### config.mk
export PLATFORM = sky130hd
export DESIGN_NAME = rv_wide_addsub_unit
export DESIGN_NICKNAME = d
export VERILOG_FILES = /design/src/rtl/rv_wide_pkg.sv /design/src/rtl/rv_wide_decode.sv /design/src/rtl/rv_wide_add_slice.sv /design/src/rtl/rv_wide_alu.sv /design/src/rtl/rv_wide_addsub_unit.sv
export SDC_FILE = /design/constraint.sdc
export NUM_CORES = 1
export LEC_CHECK = 0
export ABC_AREA = 1
export CAP_MARGIN = 20
export CORE_MARGIN = 8
export CORE_UTILIZATION = 39
export CTS_CLUSTER_DIAMETER = 40
export DETAILED_ROUTE_END_ITERATION = 12
export GPL_TIMING_DRIVEN = 0
export PLACE_DENSITY = 0.73
export SLEW_MARGIN = 20
export SYNTH_ARGS = -nofsm -noshare
export SYNTH_HDL_FRONTEND = slang
export SYNTH_SLANG_ARGS = --single-unit
### constraint.sdc
create_clock -name clk -period 9.6 [get_ports clk]
set_input_delay 1.92 -clock clk [delete_from_list [all_inputs] [get_ports clk]]
set_output_delay 1.92 -clock clk [all_outputs]
set_load 0.02 [all_outputs]
### src/rtl/rv_wide_pkg.sv
package rv_wide_pkg;

    localparam int HALF_W    = 64;
    localparam int N_HALVES  = 2;
    localparam int FULL_W    = HALF_W * N_HALVES;
    localparam int WORD_W    = 32;
    localparam int IMM_W     = 12;
    localparam int REG_IDX_W = 5;
    localparam int INSTR_W   = 32;

    localparam logic [6:0] OPC_REG   = 7'b0110011;
    localparam logic [6:0] OPC_IMM   = 7'b0010011;
    localparam logic [6:0] OPC_REG_W = 7'b0111011;
    localparam logic [6:0] OPC_IMM_W = 7'b0011011;
    localparam logic [6:0] OPC_REG_D = 7'b1111011;
    localparam logic [6:0] OPC_IMM_D = 7'b1011011;

    localparam logic [6:0] F7_BASE = 7'b0000000;
    localparam logic [6:0] F7_ALT  = 7'b0100000;

    localparam logic [2:0] F3_ADD  = 3'b000;
    localparam logic [2:0] F3_SLT  = 3'b010;
    localparam logic [2:0] F3_SLTU = 3'b011;

    typedef enum logic [1:0] {
        LEN32  = 2'd0,
        LEN64  = 2'd1,
        LEN128 = 2'd2
    } op_len_e;

    typedef enum logic [1:0] {
        K_ADD  = 2'd0,
        K_SUB  = 2'd1,
        K_SLT  = 2'd2,
        K_SLTU = 2'd3
    } op_kind_e;

    typedef struct packed {
        logic                 legal;
        op_kind_e             kind;
        op_len_e              len;
        logic                 use_imm;
        logic [IMM_W-1:0]     imm;
        logic [REG_IDX_W-1:0] rd;
    } exec_ctrl_t;

    function automatic logic [FULL_W-1:0] widen_imm(input logic [IMM_W-1:0] imm);
        return {{(FULL_W-IMM_W){imm[IMM_W-1]}}, imm};
    endfunction

    function automatic logic [FULL_W-1:0] fit_length(input logic [FULL_W-1:0] v,
                                                     input op_len_e len);
        logic [FULL_W-1:0] r;
        case (len)
            LEN32:   r = {{(FULL_W-WORD_W){v[WORD_W-1]}}, v[WORD_W-1:0]};
            LEN64:   r = {{(FULL_W-HALF_W){v[HALF_W-1]}}, v[HALF_W-1:0]};
            default: r = v;
        endcase
        return r;
    endfunction

endpackage

### src/rtl/rv_wide_decode.sv
module rv_wide_decode
    import rv_wide_pkg::*;
(
    input  logic [INSTR_W-1:0] instr,
    input  logic               wide_mode,
    output exec_ctrl_t         ctrl
);

    logic [6:0] opc;
    logic [6:0] f7;
    logic [2:0] f3;
    op_len_e    full_len;

    assign opc      = instr[6:0];
    assign f7       = instr[31:25];
    assign f3       = instr[14:12];
    assign full_len = wide_mode ? LEN128 : LEN64;

    always_comb begin
        ctrl.legal   = 1'b0;
        ctrl.kind    = K_ADD;
        ctrl.len     = full_len;
        ctrl.use_imm = 1'b0;
        ctrl.imm     = instr[31:20];
        ctrl.rd      = instr[11:7];
        case (opc)
            OPC_REG: begin
                if (f7 == F7_BASE) begin
                    case (f3)
                        F3_ADD:  begin ctrl.legal = 1'b1; ctrl.kind = K_ADD;  end
                        F3_SLT:  begin ctrl.legal = 1'b1; ctrl.kind = K_SLT;  end
                        F3_SLTU: begin ctrl.legal = 1'b1; ctrl.kind = K_SLTU; end
                        default: ctrl.legal = 1'b0;
                    endcase
                end else if (f7 == F7_ALT && f3 == F3_ADD) begin
                    ctrl.legal = 1'b1;
                    ctrl.kind  = K_SUB;
                end
            end
            OPC_IMM: begin
                ctrl.use_imm = 1'b1;
                case (f3)
                    F3_ADD:  begin ctrl.legal = 1'b1; ctrl.kind = K_ADD;  end
                    F3_SLT:  begin ctrl.legal = 1'b1; ctrl.kind = K_SLT;  end
                    F3_SLTU: begin ctrl.legal = 1'b1; ctrl.kind = K_SLTU; end
                    default: ctrl.legal = 1'b0;
                endcase
            end
            OPC_REG_W, OPC_REG_D: begin
                ctrl.len = (opc == OPC_REG_W) ? LEN32 : LEN64;
                if (f3 == F3_ADD && (f7 == F7_BASE || f7 == F7_ALT)) begin
                    ctrl.legal = (opc == OPC_REG_W) || wide_mode;
                    ctrl.kind  = (f7 == F7_ALT) ? K_SUB : K_ADD;
                end
            end
            OPC_IMM_W, OPC_IMM_D: begin
                ctrl.len     = (opc == OPC_IMM_W) ? LEN32 : LEN64;
                ctrl.use_imm = 1'b1;
                if (f3 == F3_ADD) begin
                    ctrl.legal = (opc == OPC_IMM_W) || wide_mode;
                end
            end
            default: ctrl.legal = 1'b0;
        endcase
    end

endmodule

### src/rtl/rv_wide_add_slice.sv
module rv_wide_add_slice #(
    parameter int W = 64
) (
    input  logic [W-1:0] a,
    input  logic [W-1:0] b,
    input  logic         cin,
    output logic [W-1:0] sum,
    output logic         cout
);

    logic [W:0] total;

    assign total = {1'b0, a} + {1'b0, b} + {{W{1'b0}}, cin};
    assign sum   = total[W-1:0];
    assign cout  = total[W];

endmodule

### src/rtl/rv_wide_alu.sv
module rv_wide_alu
    import rv_wide_pkg::*;
(
    input  exec_ctrl_t        ctrl,
    input  logic [FULL_W-1:0] opa,
    input  logic [FULL_W-1:0] opb_reg,
    output logic [FULL_W-1:0] result
);

    logic [FULL_W-1:0]   opb;
    logic [FULL_W-1:0]   opb_eff;
    logic [FULL_W-1:0]   sum;
    logic [N_HALVES:0]   carry;
    logic                invert;

    assign opb     = ctrl.use_imm ? widen_imm(ctrl.imm) : opb_reg;
    assign invert  = (ctrl.kind != K_ADD);
    assign opb_eff = invert ? ~opb : opb;
    assign carry[0] = invert;

    for (genvar h = 0; h < N_HALVES; h++) begin : g_slice
        rv_wide_add_slice #(.W(HALF_W)) i_slice (
            .a   (opa[h*HALF_W +: HALF_W]),
            .b   (opb_eff[h*HALF_W +: HALF_W]),
            .cin (carry[h]),
            .sum (sum[h*HALF_W +: HALF_W]),
            .cout(carry[h+1])
        );
    end

    logic a_sign;
    logic b_sign;
    logic d_sign;
    logic no_borrow;
    logic less_s;
    logic less_u;

    always_comb begin
        if (ctrl.len == LEN128) begin
            a_sign    = opa[FULL_W-1];
            b_sign    = opb[FULL_W-1];
            d_sign    = sum[FULL_W-1];
            no_borrow = carry[N_HALVES];
        end else begin
            a_sign    = opa[HALF_W-1];
            b_sign    = opb[HALF_W-1];
            d_sign    = sum[HALF_W-1];
            no_borrow = carry[1];
        end
        less_u = ~no_borrow;
        less_s = (a_sign ^ b_sign) ? a_sign : d_sign;
    end

    always_comb begin
        case (ctrl.kind)
            K_SLT:   result = {{(FULL_W-1){1'b0}}, less_s};
            K_SLTU:  result = {{(FULL_W-1){1'b0}}, less_u};
            default: result = fit_length(sum, ctrl.len);
        endcase
    end

endmodule

### src/rtl/rv_wide_addsub_unit.sv
module rv_wide_addsub_unit
    import rv_wide_pkg::*;
(
    input  logic                 clk,
    input  logic                 rst,
    input  logic                 in_valid,
    input  logic [INSTR_W-1:0]   instr,
    input  logic                 wide_mode,
    input  logic [HALF_W-1:0]    src1_lo,
    input  logic [HALF_W-1:0]    src1_hi,
    input  logic [HALF_W-1:0]    src2_lo,
    input  logic [HALF_W-1:0]    src2_hi,
    output logic                 res_valid,
    output logic [FULL_W-1:0]    res_data,
    output logic [REG_IDX_W-1:0] res_rd,
    output logic                 res_we,
    output logic                 res_illegal
);

    exec_ctrl_t        ctrl;
    logic [FULL_W-1:0] alu_out;

    rv_wide_decode i_decode (
        .instr    (instr),
        .wide_mode(wide_mode),
        .ctrl     (ctrl)
    );

    rv_wide_alu i_alu (
        .ctrl   (ctrl),
        .opa    ({src1_hi, src1_lo}),
        .opb_reg({src2_hi, src2_lo}),
        .result (alu_out)
    );

    always_ff @(posedge clk) begin
        if (rst) begin
            res_valid   <= 1'b0;
            res_we      <= 1'b0;
            res_illegal <= 1'b0;
            res_data    <= '0;
            res_rd      <= '0;
        end else begin
            res_valid   <= in_valid;
            res_illegal <= in_valid & ~ctrl.legal;
            res_we      <= in_valid & ctrl.legal & (ctrl.rd != '0);
            if (in_valid) begin
                res_data <= ctrl.legal ? alu_out : '0;
                res_rd   <= ctrl.rd;
            end
        end
    end

endmodule

## Word level (Yosys, flattened, before mapping)

Cells that the tools add are included.
Widths: inputs -> output; s select.

- Register bits after elaboration: 136
- Input bits: 292
- Output and inout port bits: 136
- Logic and storage cells: 67

- Add/sub/neg operators: 4
- Equality and inequality tests: 13
- Multiplexer cells: 24
- Bitwise operators: 7
- Reductions and logical operators: 14

Operator list:

| operator | number |
|---|---|
| $pmux 128 s2 | 2 |
| $mux 128 | 3 |
| $add 64x64->65 | 2 |
| $add 65x1->65 | 2 |
| $not 128->128 | 1 |
| $eq 7x6->1 const B | 3 |
| $eq 7x5->1 const B | 2 |
| $eq 7x7->1 const B | 2 |
| $mux 1 | 11 |
| $mux 3 | 3 |
| $pmux 2 s2 | 2 |
| $logic_not 7->1 | 1 |
| $eq 2x2->1 const B | 3 |
| $eq 3x2->1 const B | 2 |
| $pmux 2 s3 | 1 |
| $reduce_or 3->1 | 2 |
| $reduce_bool 5->1 | 1 |
| $pmux 1 s4 | 1 |
| $reduce_or 2->1 | 2 |
| $and 1x1->1 | 3 |
| $logic_not 3->1 | 1 |
| $logic_or 1x1->1 | 3 |
| $eq 2x1->1 const B | 1 |
| $logic_and 1x1->1 | 2 |
| other kinds (5) | 6 |

## Logic depth before layout (Yosys ltp)

- Word-level depth: 14
- Gate-level depth with buffers: 50
- Gate-level depth less buffers: 49

## Hierarchy

A second synthesis with hierarchy kept.

- Cells, all modules: 4000
- Area total of the unflattened synthesis: 20566.0 um^2

By module, submodules not included:

| module | times used | cells each | area an instance (um^2) | seq. area each (um^2) |
|---|---|---|---|---|
| rv_wide_add_slice at i_alu.g_slice[0].i_slice | 1 | 1295 | 5909.4 | 0.0 |
| rv_wide_add_slice at i_alu.g_slice[1].i_slice | 1 | 1295 | 5904.4 | 0.0 |
| rv_wide_addsub_unit | 1 | 589 | 4693.3 | 2722.6 |
| rv_wide_alu | 1 | 749 | 3682.3 | 0.0 |
| rv_wide_decode | 1 | 72 | 376.6 | 0.0 |

## Worst setup path before layout

Ideal clock, no wire load.

- Path kind: input -> register
- From: input instr[1]
- To: register res_data[126]
- Setup time: 0.140 ns
- Arrival: 7.530 ns
- Data required time: 9.460 ns
- Path slack: 1.930 ns
- Stages: 42
- Buffers on the path: 1
- Path through: nand2_1 inv_1 nand2_1 nor2_1 inv_1 a21oi_1 nand2_1 nand2_1 inv_1 nand2_1 buf_1 xor2_1 fa_1 nand3_1 nand2_1 a21oi_1 o21ai_0 a21boi_0 [6 not listed] fa_1 inv_1 fa_1 nand3_1 nand2_1 a21oi_1 inv_1 a21oi_1 o21ai_0 nand3_1 nand3_1 nand2_1 o211ai_1 a21o_1 a21oi_1 o21ai_0 nand3_1 a21oi_1

- Longest elaborated chain between the ends: 12

RTL lines:

| element | RTL line | text |
|---|---|---|
| from (decl) | rv_wide_addsub_unit.sv:7 | `input logic [INSTR_W-1:0] instr,` |
| $eq 7x5->1 (tied with other cells) | rv_wide_decode.sv:26 | `case (opc)` |
| $reduce_or 3->1 (no line) | n/a |  |
| $mux 1 | rv_wide_decode.sv:26 |  |
| $mux 128 | rv_wide_alu.sv:16 | `assign opb = ctrl.use_imm ? widen_imm(ctrl.imm) : opb_reg;` |
| $not 128->128 | rv_wide_alu.sv:18 | `assign opb_eff = invert ? ~opb : opb;` |
| $mux 128 | rv_wide_alu.sv:18 |  |
| $add 64x64->65 | rv_wide_add_slice.sv:13 | `assign total = {1'b0, a} + {1'b0, b} + {{W{1'b0}}, cin};` |
| $add 65x1->65 (2 in a row) | rv_wide_add_slice.sv:13 |  |
| $pmux 128 s2 | rv_wide_pkg.sv:54 | `case (len)` |
| $pmux 128 s2 | rv_wide_alu.sv:55 | `case (ctrl.kind)` |
| $mux 128 (*) | rv_wide_addsub_unit.sv:48 | `res_data <= ctrl.legal ? alu_out : '0;` |
| to (signal assigned) | rv_wide_addsub_unit.sv:48 |  |
| to (decl) | rv_wide_addsub_unit.sv:14 | `output logic [FULL_W-1:0] res_data,` |

Every way passes the cells marked *; elsewhere a longest branch is shown, timed or not.
A chain may end at the register's enable or synchronous reset.

## Final worst setup path

- From: input instr[5]
- To: register res_data[0]

- Longest elaborated chain between the ends: 13

RTL lines:

| element | RTL line | text |
|---|---|---|
| $eq 7x5->1 (tied with other cells) | rv_wide_decode.sv:26 |  |
| $reduce_or 3->1 (no line) | n/a |  |
| $mux 1 | rv_wide_decode.sv:26 |  |
| $mux 128 | rv_wide_alu.sv:16 |  |
| $not 128->128 | rv_wide_alu.sv:18 |  |
| $mux 128 | rv_wide_alu.sv:18 |  |
| $add 64x64->65 | rv_wide_add_slice.sv:13 |  |
| $add 65x1->65 (2 in a row) | rv_wide_add_slice.sv:13 |  |
| $mux 1 | rv_wide_alu.sv:39 | `if (ctrl.len == LEN128) begin` |
| $mux 1 or $not 1->1 (tied branches) | rv_wide_alu.sv:51, rv_wide_alu.sv:50 |  |
| $pmux 128 s2 | rv_wide_alu.sv:55 |  |
| $mux 128 (*) | rv_wide_addsub_unit.sv:48 |  |

Marked as above.

==> results_dict.tcl <==
set metrics [dict create \
    dpl_cell_area_um2 21100 \
    leakagePower_nw 8.61 \
    grt_max_degree 17 \
    io_pins 428 \
    arrival_ps 9600 \
    place.gp.congestion 1.02 \
    synth_commonest_cells "nand2_1 (531), a21oi_1 (328), inv_1 (304), o21ai_0 (251), nor2_1 (233)" \
    placementRows 75 \
    status "finished, final reports clean" \
    yosysSeqAreaShare_pct 16.7 \
    cp_num_cells 44 \
    dp.cells 3581 \
    gr-usage-all-layers_pct 31.3 \
    dp_hpwl_um 65800 \
    cp_top_family "simple AND/OR/NAND/NOR gates" \
    dr.first_iter.drc_count 1350 \
    crit_type "input port to register" \
    syn_area_um2 16300 \
    final_layout_size_suffix_gt1_share_pct 6.12 \
    portBuffers 421 \
    grt_pass1_vias 20000 \
    nets 3481 \
    crit_path_end "res_data[0]" \
    r2r-start "res_data[60]" \
    async_flop_share_pct 0 \
    finalWorstSetupSlack_ps 431 \
    cts_tree "built" \
    ant_nets 0 \
    postCtsHoldBufs 0 \
    synthFlopType "dfxtp_1" \
    fin_worst_skew_ps 0 \
    worst_pin_slew_ps 939 \
    drv_cap 0 \
    fp.dieH_um 220 \
    cp_slowest_cell "clkdlybuf4s50_1" \
    startpoint "instr[5]" \
    fillCellCount 4307 \
    min_period_ps 9170 \
    clock.fmax_ghz 0.109 \
    min_path_type "register to register" \
    ff_latch_area_um2 2720 \
    clk-insertion-delay-late_ps 500 \
    power.density_nw_per_um2 104 \
    clk_pin_slew_ps 70 \
    stdcell_count 3615 \
    syn_inst 2621 \
    cts.sinks 136 \
    peakVddDrop_mv 0.150 \
    cts_inserted_buffers 17 \
    dpl_worst_slack_ps -1790 \
    core_um2 41600 \
    wire_per_inst_um 21.4 \
    num_vias 19600 \
    antenna_found_initial 6 \
    die_area_um2 48500 \
    wl_um 77200 \
    setup_violations 0 \
    timing.rr.end "res_data[60]" \
    synth_fp_nets 3042 \
    startpoint_type "input port" \
    finalCritPeriodShare_pct 95.5 \
    holdWs_ps 465 \
    slew_headroom_pct 37.2 \
    critPathMaxStageDelay_ps 520 \
    synth_most_common_cell "nand2_1" \
    r2r_setup_slack_ps 8840 \
    viasPerCell 5.42 \
    synth_cell_types 49 \
    cp-end-kind "register" \
    cp_num_buf_inv 9 \
    slew_violations 0 \
    first_pass_iters 6 \
    synth_top_area_cell "dfxtp_1" \
    cts_root_buf "clkbuf_16" \
    synth_seq_cells 136 \
    rr_worst_depth 2 \
    worstPathRequired_ps 10030 \
    grt_pass1_wl_um 115000 \
    synth_area_leaders "dfxtp_1 (17%), nand2_1 (12%), a21oi_1 (10%)" \
    yosysTopAreaCellShare_pct 16.7 \
    ys_warn_count 0 \
    multi_input_area_um2 11900 \
    worst-path-max-fanout 10 \
    hold_viol 0 \
    overflow 0 \
    dieWidth_um 220 \
    start_util_pct 39.1 \
    cts_max_level 4 \
    route.detailed.drc 0 \
    fin_area_um2 21800 \
    cp_common_cell "nand2_1" \
    synth.avg_cell_area_um2 6.20 \
    clk_path_buf_depth 2 \
    area_delta_synth_final_pct 34.0 \
    grt_setup_unrepaired "false" \
    fin_util_pct 52.4 \
    synth_edf_count 0 \
]
## worst min-delay path: cells and delay by family, from the launching register on
kind / cells / cell delay [ps]
AND/OR/NAND/NOR: 1 / 60
AO/OA/AOI/OAI: 1 / 50
flip-flops: 1 / 310
## worst min-delay path by stage
stage	depth (start not counted)	to	startpoint
floorplan	2	res_rd[0]	res_rd[0]
global placement	2	res_rd[4]	res_rd[4]
detailed placement	2	res_data[5]	res_data[5]
CTS	2	res_data[68]	res_data[68]
global route	2	res_data[51]	res_data[51]
finish	2	res_data[68]	res_data[68]
## cell type report
cell class | instances | area share [%]
antenna | 3 | 0.0345
buffer | 103 | 2.32
clock buffer | 18 | 1.97
clock inverter | 14 | 0.689
inverter | 310 | 5.34
multi-input combinational | 2071 | 54.7
sequential | 136 | 12.5
tap | 539 | 3.10
timing repair buffer | 421 | 19.3
## sequential cells by signal (all words and copies together) (netlist names)
name	cells
res_data	128
res_rd	5
res_illegal	1
res_valid	1
res_we	1
## logic make-up after synthesis
kind of cell | after synthesis | share of synthesized area (%)
XOR/XNOR | 182 | 9.85
buffers and inverters | 414 | 10.2
flip-flops | 136 | 16.7
multiplexers | 1 | 0.0616
AO/OA/AOI/OAI | 764 | 26.3
AND/OR/NAND/NOR | 995 | 26.8
adder cells (fa/ha/maj) | 129 | 10.1
## metrics by stage
stage	power (mW)	TNS, ps
finish	2.27	0
global route	2.40	0
CTS	2.27	0
detailed placement	1.57	-52040
global placement	1.57	-48970
floorplan	1.20	0
## per-layer routing
layer | track usage (%) | vias up | wire (um) | part of all wire, %
met3 | 7.20 | 136 | 5500 | 7.1
met2 | 54.3 | 741 | 36900 | 48
met1 | 36.5 | 9052 | 31900 | 41
met5 | 0 | - | 42 | 0.054
li1 | - | 9653 | - | -
met4 | 13.5 | 6 | 2930 | 3.8
## timing repair
action,in CTS,in global routing
setup buffers,0,0
resized for setup,15,8
pin swaps,0,0
setup endpoints to repair,43,25
## power by group
| part | leakage, nW | internal (mW) | switching (mW) | total [mW] |
|---|---|---|---|---|
| clock network | 0.277 | 0.382 | 0.308 | 0.689 |
| logic | 7.23 | 0.390 | 0.622 | 1.01 |
| registers | 1.10 | 0.567 | 0.00179 | 0.568 |
## cell usage in the layout (no fill, tap or decap), types with 23 or more instances in the layout
cell type,netlist,routed
ha_1,126,126
nand3_1,89,89
nor2_1,233,232
a21oi_2,40,40
inv_1,304,304
xor2_1,45,45
xnor2_1,136,136
a21oi_1,328,326
dfxtp_1,136,136
nor3_1,23,23
nand2_1,531,530
or2_2,24,24
nand3_2,43,43
clkbuf_1,72,69
a31oi_1,52,52
clkdlybuf4s50_1,0,421
o21ai_0,251,249
Power figures use the tool's default switching activity.
